[src/rtl/sfr_pkg.sv]
package sfr_pkg;
  typedef enum logic [1:0] {
    ST_IDLE = 2'd0,
    ST_CMD  = 2'd1,
    ST_DATA = 2'd2,
    ST_DONE = 2'd3
  } sfr_state_e;
endpackage

[src/rtl/sfr_seq.sv]
// Transfer sequencer: command phase, byte phases and end-of-stream decision.
module sfr_seq
  import sfr_pkg::*;
#(
  parameter int CMD_W  = 32,
  parameter int DATA_W = 8
) (
  input  logic       clk,
  input  logic       rst,
  input  logic       rd_req,
  input  logic       rd_en,
  output sfr_state_e state,
  output logic       accept,
  output logic       byte_done,
  output logic       busy
);
  localparam int CW = $clog2(CMD_W);

  logic [CW-1:0] cnt;
  logic          stop_q;
  logic          stop_now;

  assign accept    = (state == ST_IDLE) && rd_req && rd_en;
  assign byte_done = (state == ST_DATA) && (cnt == CW'(DATA_W - 1));
  assign stop_now  = stop_q || !rd_en;
  assign busy      = (state != ST_IDLE);

  always_ff @(posedge clk or posedge rst) begin
    if (rst) begin
      state  <= ST_IDLE;
      cnt    <= '0;
      stop_q <= 1'b0;
    end else begin
      unique case (state)
        ST_IDLE: begin
          if (accept) begin
            state  <= ST_CMD;
            cnt    <= '0;
            stop_q <= 1'b0;
          end
        end
        ST_CMD: begin
          if (!rd_en) stop_q <= 1'b1;
          if (cnt == CW'(CMD_W - 1)) begin
            state <= ST_DATA;
            cnt   <= '0;
          end else begin
            cnt <= cnt + 1'b1;
          end
        end
        ST_DATA: begin
          if (!rd_en) stop_q <= 1'b1;
          if (byte_done) begin
            cnt <= '0;
            if (stop_now) begin
              state  <= ST_DONE;
              stop_q <= 1'b0;
            end
          end else begin
            cnt <= cnt + 1'b1;
          end
        end
        ST_DONE: state <= ST_IDLE;
        default: state <= ST_IDLE;
      endcase
    end
  end
endmodule

[src/rtl/sfr_cmd_tx.sv]
// Command/address shift register; MSB presented first.
module sfr_cmd_tx #(
  parameter int          ADDR_W    = 24,
  parameter int          CMD_W     = 32,
  parameter logic [7:0]  RD_OPCODE = 8'h03
) (
  input  logic              clk,
  input  logic              rst,
  input  logic              load,
  input  logic              shift,
  input  logic [ADDR_W-1:0] start_addr,
  output logic              cmd_bit
);
  logic [CMD_W-1:0] shreg;

  always_ff @(posedge clk or posedge rst) begin
    if (rst)        shreg <= '0;
    else if (load)  shreg <= {RD_OPCODE, start_addr};
    else if (shift) shreg <= {shreg[CMD_W-2:0], 1'b0};
  end

  assign cmd_bit = shreg[CMD_W-1];
endmodule

[src/rtl/sfr_pins.sv]
// Flash pin drivers: falling-edge registers keep the gated clock glitch free
// and launch serial output on the falling edge of the serial clock.
module sfr_pins
  import sfr_pkg::*;
(
  input  logic       clk,
  input  logic       rst,
  input  sfr_state_e state,
  input  logic       cmd_bit,
  output logic       sck,
  output logic       cs_n,
  output logic       mosi
);
  logic active;
  logic gate_q;

  assign active = (state == ST_CMD) || (state == ST_DATA);

  always_ff @(negedge clk or posedge rst) begin
    if (rst) begin
      gate_q <= 1'b0;
      cs_n   <= 1'b1;
      mosi   <= 1'b0;
    end else begin
      gate_q <= active;
      cs_n   <= !active;
      mosi   <= (state == ST_CMD) ? cmd_bit : 1'b0;
    end
  end

  assign sck = clk & gate_q;
endmodule

[src/rtl/sfr_rx.sv]
// Byte assembly, output register and address tracking.
module sfr_rx #(
  parameter int ADDR_W    = 24,
  parameter int DATA_W    = 8,
  parameter bit SHOW_ADDR = 1'b1
) (
  input  logic              clk,
  input  logic              rst,
  input  logic              load,
  input  logic              sample,
  input  logic              byte_done,
  input  logic              miso,
  input  logic [ADDR_W-1:0] start_addr,
  output logic [DATA_W-1:0] rd_data,
  output logic              rd_valid,
  output logic [ADDR_W-1:0] rd_addr
);
  logic [DATA_W-1:0] shin;
  logic [ADDR_W-1:0] addr_cur;

  always_ff @(posedge clk or posedge rst) begin
    if (rst) begin
      shin     <= '0;
      rd_data  <= '0;
      rd_valid <= 1'b0;
    end else begin
      rd_valid <= 1'b0;
      if (sample) shin <= {shin[DATA_W-2:0], miso};
      if (byte_done) begin
        rd_data  <= {shin[DATA_W-2:0], miso};
        rd_valid <= 1'b1;
      end
    end
  end

  always_ff @(posedge clk or posedge rst) begin
    if (rst)            addr_cur <= '0;
    else if (load)      addr_cur <= start_addr;
    else if (byte_done) addr_cur <= addr_cur + 1'b1;
  end

  generate
    if (SHOW_ADDR) begin : g_addr
      always_ff @(posedge clk or posedge rst) begin
        if (rst)            rd_addr <= '0;
        else if (byte_done) rd_addr <= addr_cur;
      end
    end else begin : g_noaddr
      assign rd_addr = '0;
    end
  endgenerate
endmodule

[src/rtl/sflash_stream_rd.sv]
module sflash_stream_rd
  import sfr_pkg::*;
#(
  parameter int         ADDR_W    = 24,
  parameter int         DATA_W    = 8,
  parameter logic [7:0] RD_OPCODE = 8'h03,
  parameter bit         SHOW_ADDR = 1'b1
) (
  input  logic              clk,
  input  logic              rst,
  input  logic              rd_req,
  input  logic              rd_en,
  input  logic [ADDR_W-1:0] start_addr,
  output logic              busy,
  output logic [DATA_W-1:0] rd_data,
  output logic              rd_valid,
  output logic [ADDR_W-1:0] rd_addr,
  output logic              sck,
  output logic              cs_n,
  output logic              mosi,
  input  logic              miso
);
  localparam int CMD_W = 8 + ADDR_W;

  sfr_state_e state;
  logic       accept;
  logic       byte_done;
  logic       cmd_bit;

  sfr_seq #(.CMD_W(CMD_W), .DATA_W(DATA_W)) u_seq (
    .clk(clk), .rst(rst), .rd_req(rd_req), .rd_en(rd_en),
    .state(state), .accept(accept), .byte_done(byte_done), .busy(busy)
  );

  sfr_cmd_tx #(.ADDR_W(ADDR_W), .CMD_W(CMD_W), .RD_OPCODE(RD_OPCODE)) u_cmd (
    .clk(clk), .rst(rst), .load(accept), .shift(state == ST_CMD),
    .start_addr(start_addr), .cmd_bit(cmd_bit)
  );

  sfr_pins u_pins (
    .clk(clk), .rst(rst), .state(state), .cmd_bit(cmd_bit),
    .sck(sck), .cs_n(cs_n), .mosi(mosi)
  );

  sfr_rx #(.ADDR_W(ADDR_W), .DATA_W(DATA_W), .SHOW_ADDR(SHOW_ADDR)) u_rx (
    .clk(clk), .rst(rst), .load(accept), .sample(state == ST_DATA),
    .byte_done(byte_done), .miso(miso), .start_addr(start_addr),
    .rd_data(rd_data), .rd_valid(rd_valid), .rd_addr(rd_addr)
  );
endmodule

[config.mk]
export PLATFORM = sky130hd
export DESIGN_NAME = sflash_stream_rd
export DESIGN_NICKNAME = d
export VERILOG_FILES = /design/src/rtl/sfr_pkg.sv /design/src/rtl/sfr_seq.sv /design/src/rtl/sfr_cmd_tx.sv /design/src/rtl/sfr_pins.sv /design/src/rtl/sfr_rx.sv /design/src/rtl/sflash_stream_rd.sv
export SDC_FILE = /design/constraint.sdc
export NUM_CORES = 1
export LEC_CHECK = 0
export CAP_MARGIN = 20
export CORE_MARGIN = 8
export CORE_UTILIZATION = 30
export CTS_BUF_LIST = sky130_fd_sc_hd__clkbuf_2
export CTS_CLUSTER_DIAMETER = 100
export DETAILED_ROUTE_END_ITERATION = 8
export GPL_TIMING_DRIVEN = 0
export PLACE_DENSITY_LB_ADDON = 0.3
export SYNTH_ARGS = -nofsm -noshare
export SYNTH_HDL_FRONTEND = slang
export SYNTH_HIERARCHICAL = 1
export SYNTH_SLANG_ARGS = --single-unit
[constraint.sdc]
create_clock -name clk -period 3.6 [get_ports clk]
set_input_delay 0.36 -clock clk [delete_from_list [all_inputs] [get_ports clk]]
set_output_delay 0.36 -clock clk [all_outputs]
set_load 0.01 [all_outputs]
==> results of run 1 <==
[how the worst max path moves through the flow]
stage                   start               to  depth (start not counted)
4_1_cts         u_pins/gate_q              sck                          2
5_1_grt           u_pins/cs_n             cs_n                          1
2_1_floorplan  u_seq/state[1]    u_pins/gate_q                          3
3_5_place_dp      u_pins/cs_n             cs_n                          1
6_report          u_pins/cs_n             cs_n                          1
3_3_place_gp              rst  u_rx/rd_addr[5]                          2
[kinds of logic (layout without fill, tap and decap cells)]
kind of cell             count (synthesis)  after routing  share of synthesized area, %
AO/OA/AOI/OAI                           70             70                          8.33
XOR/XNOR                                15             15                          2.66
adder cells (fa/ha/maj)                  9              9                          2.28
buffers and inverters                   39            126                          4.25
flip-flops                             107            107                          54.2
multiplexers                            71             71                          15.4
other                                    0              1                             0
AND/OR/NAND/NOR                        129            129                          12.9
[registers in the layout (all words and copies together) (netlist names)]
| signal | cells |
|---|---|
| u_cmd/shreg | 32 |
| u_pins/cs_n | 1 |
| u_pins/gate_q | 1 |
| u_pins/mosi | 1 |
| u_rx/addr_cur | 24 |
| u_rx/rd_addr | 24 |
| u_rx/rd_data | 8 |
| u_rx/rd_valid | 1 |
| u_rx/shin | 7 |
| u_seq/cnt | 5 |
| u_seq/state | 2 |
| u_seq/stop_q | 1 |
[placed cells by master (no fill, tap or decap), types with 3 or more instances in the layout]
cell type	Yosys	final
o31a_1	3	3
nand2_1	61	61
mux2i_1	32	32
nor3_1	5	5
nand4_1	9	9
nor4_1	4	4
nand2b_1	3	3
xor2_1	3	3
nor2b_1	4	4
a31oi_1	5	5
and2_1	3	3
clkdlybuf4s50_1	0	62
xnor2_1	12	12
nor2_1	18	18
inv_1	18	17
dfrtp_1	104	104
o21ai_0	24	24
or3_1	3	3
buf_2	5	7
mux2_2	38	38
buf_12	3	4
clkbuf_1	10	10
o21ai_1	25	25
nand3_1	7	7
clkbuf_2	1	13
clkinvlp_4	0	3
ha_1	9	9
[layout make-up]
| class | instances | area [sq um] |
|---|---|---|
| fill | 1677 | 10300 |
| sequential | 107 | 2680 |
| multi-input combinational | 294 | 2050 |
| timing repair buffer | 67 | 679 |
| tap | 220 | 275 |
| buffer | 21 | 143 |
| clock inverter | 8 | 96.3 |
| clock buffer | 13 | 65.1 |
| inverter | 17 | 63.8 |
| antenna | 1 | 2.50 |
[power by group]
part | switching [mW] | total, mW | internal (mW)
combinational | 0.645 | 1.30 | 0.652
sequential | 0.332 | 1.92 | 1.58
clock | 0.420 | 0.679 | 0.259
[stage by stage]
stage | worst slack (ps) | cell area (sq um) | std cells | hold slack [ps] | util (%)
detailed placement | 402 | 5900 | 727 | 465 | 36.1
global placement | 378 | 5870 | 725 | 459 | 35.9
finish | 118 | 6060 | 748 | 215 | 37.0
CTS | 19.1 | 6060 | 747 | 170 | 37.1
global route | 16.1 | 6060 | 748 | 194 | 37.0
floorplan | 892 | 4940 | 440 | 176 | -
[repair_timing]
| action | in CTS | in global routing |
|---|---|---|
| hold buffers | 1 | 0 |
| setup endpoints to repair | 4 | 2 |
| resized for setup | 8 | 1 |
| pin swaps | 0 | 0 |
| hold endpoints to repair | 7 | 0 |
[per-layer routing]
metal,track usage (%),vias up,wire length (um)
li1,-,1690,-
met1,14.9,1707,5330
met2,18.3,61,5430
met3,3.73,27,537
met4,6.74,2,357
met5,0,-,13
==> reports/results.ini, run 1 <==
[detailed_routing]
ant_nets=0
drt_iter0_drc=178
viasPerCell=4.66
wire_per_inst_um=15.6
routed_wl_mm=11.7
drc=0
num_vias=3487
drtPass1Iterations=4

[clocking]
worst_skew_pair.late_latency_ps=680
cts_setup_buffers=0
cts.clk_slew.worst_paths_ps=270
cts_tree=done

[die]
die_area_sq_um=20800
core_sq_um=16300
die_width_um=144
die_h_um=144
rows=47
io_pins=66
start_util_pct=30.2

[critical_path]
slowest_delay_ps=520
r2r_start=u_seq/cnt[0]
worst-r2r-cell-count=7
r2r_end=u_rx/addr_cur[23]
worstPathArrival_ps=3120
cp_top_family=flip-flops
cp_max_fo=1
cp_cell_sequence=buf_2
critPathRequiredTime_ps=3240
path_buf_inv=1
path_class=reg2out
start_kind=register
slowest_stage=dfstp_2
regToRegSetupSlack_ps=600
cp-end-kind=primary output

[global_routing]
grt_pass1_vias=3612
gr-total-overflow=0
grt_pass1_wl_mm=19.2
grt_max_degree=39
antenna_found_initial=2
gr-usage-all-layers_pct=12.0

[timing]
finalMaxSlewViolations=0
max_slew_margin_pct=34.4
fin_setup_tns_ps=0
tightest_slew_ps=976
setup_viol=0
clock_skew_ps=94.4
hold_viol=0
rsz0062_at_grt=false

[synthesis]
synthTopCellsByArea=dfrtp_1, mux2_2, mux2i_1
syn-num-nets=478
synth-edff-count=0
synth_top_area_share_pct=52.7
synth_commonest_cells=dfrtp_1, nand2_1, mux2_2
netlist_area_sq_um=4940
yosysMostFrequentCell=dfrtp_1
synthArstFlopShare_pct=100
ys_ff_latch=107
ys_types=52
syn_inst=440
yosysTopAreaCell=dfrtp_1
synth.avg_cell_area_sq_um=11.2
ys_warn_count=6
ys_seq_area_share_pct=54.2
synthFlopType=dfrtp_1

[placement]
place_congestion=0.789
dp_hpwl_mm=8.81
io_buffers=65

[min_path]
hold_start=start_addr[21]
holdPathStages=3
min_to=u_cmd/shreg[21]
hold_class=in2reg

[pwr]
power_per_cell_area_nw_per_um2=643
total_power_mw=3.89
max-vdd-ir-drop_v=0.000269
p_leak_nw=2.58

[status]
status=finished clean

[job]
max_cap_viol_count=0

[finish]
drive_above_1_share_pct=15.4
area_growth_pct=22.6
fin_nets=560

Note: power is estimated with default switching activity, not from simulation.
==> inputs of run 2 (changes only) <==
Settings changed: CTS_CLUSTER_SIZE set to 14.
==> results of run 2 <==
The final DEF is identical to that of run 1; final timing and power are the same.
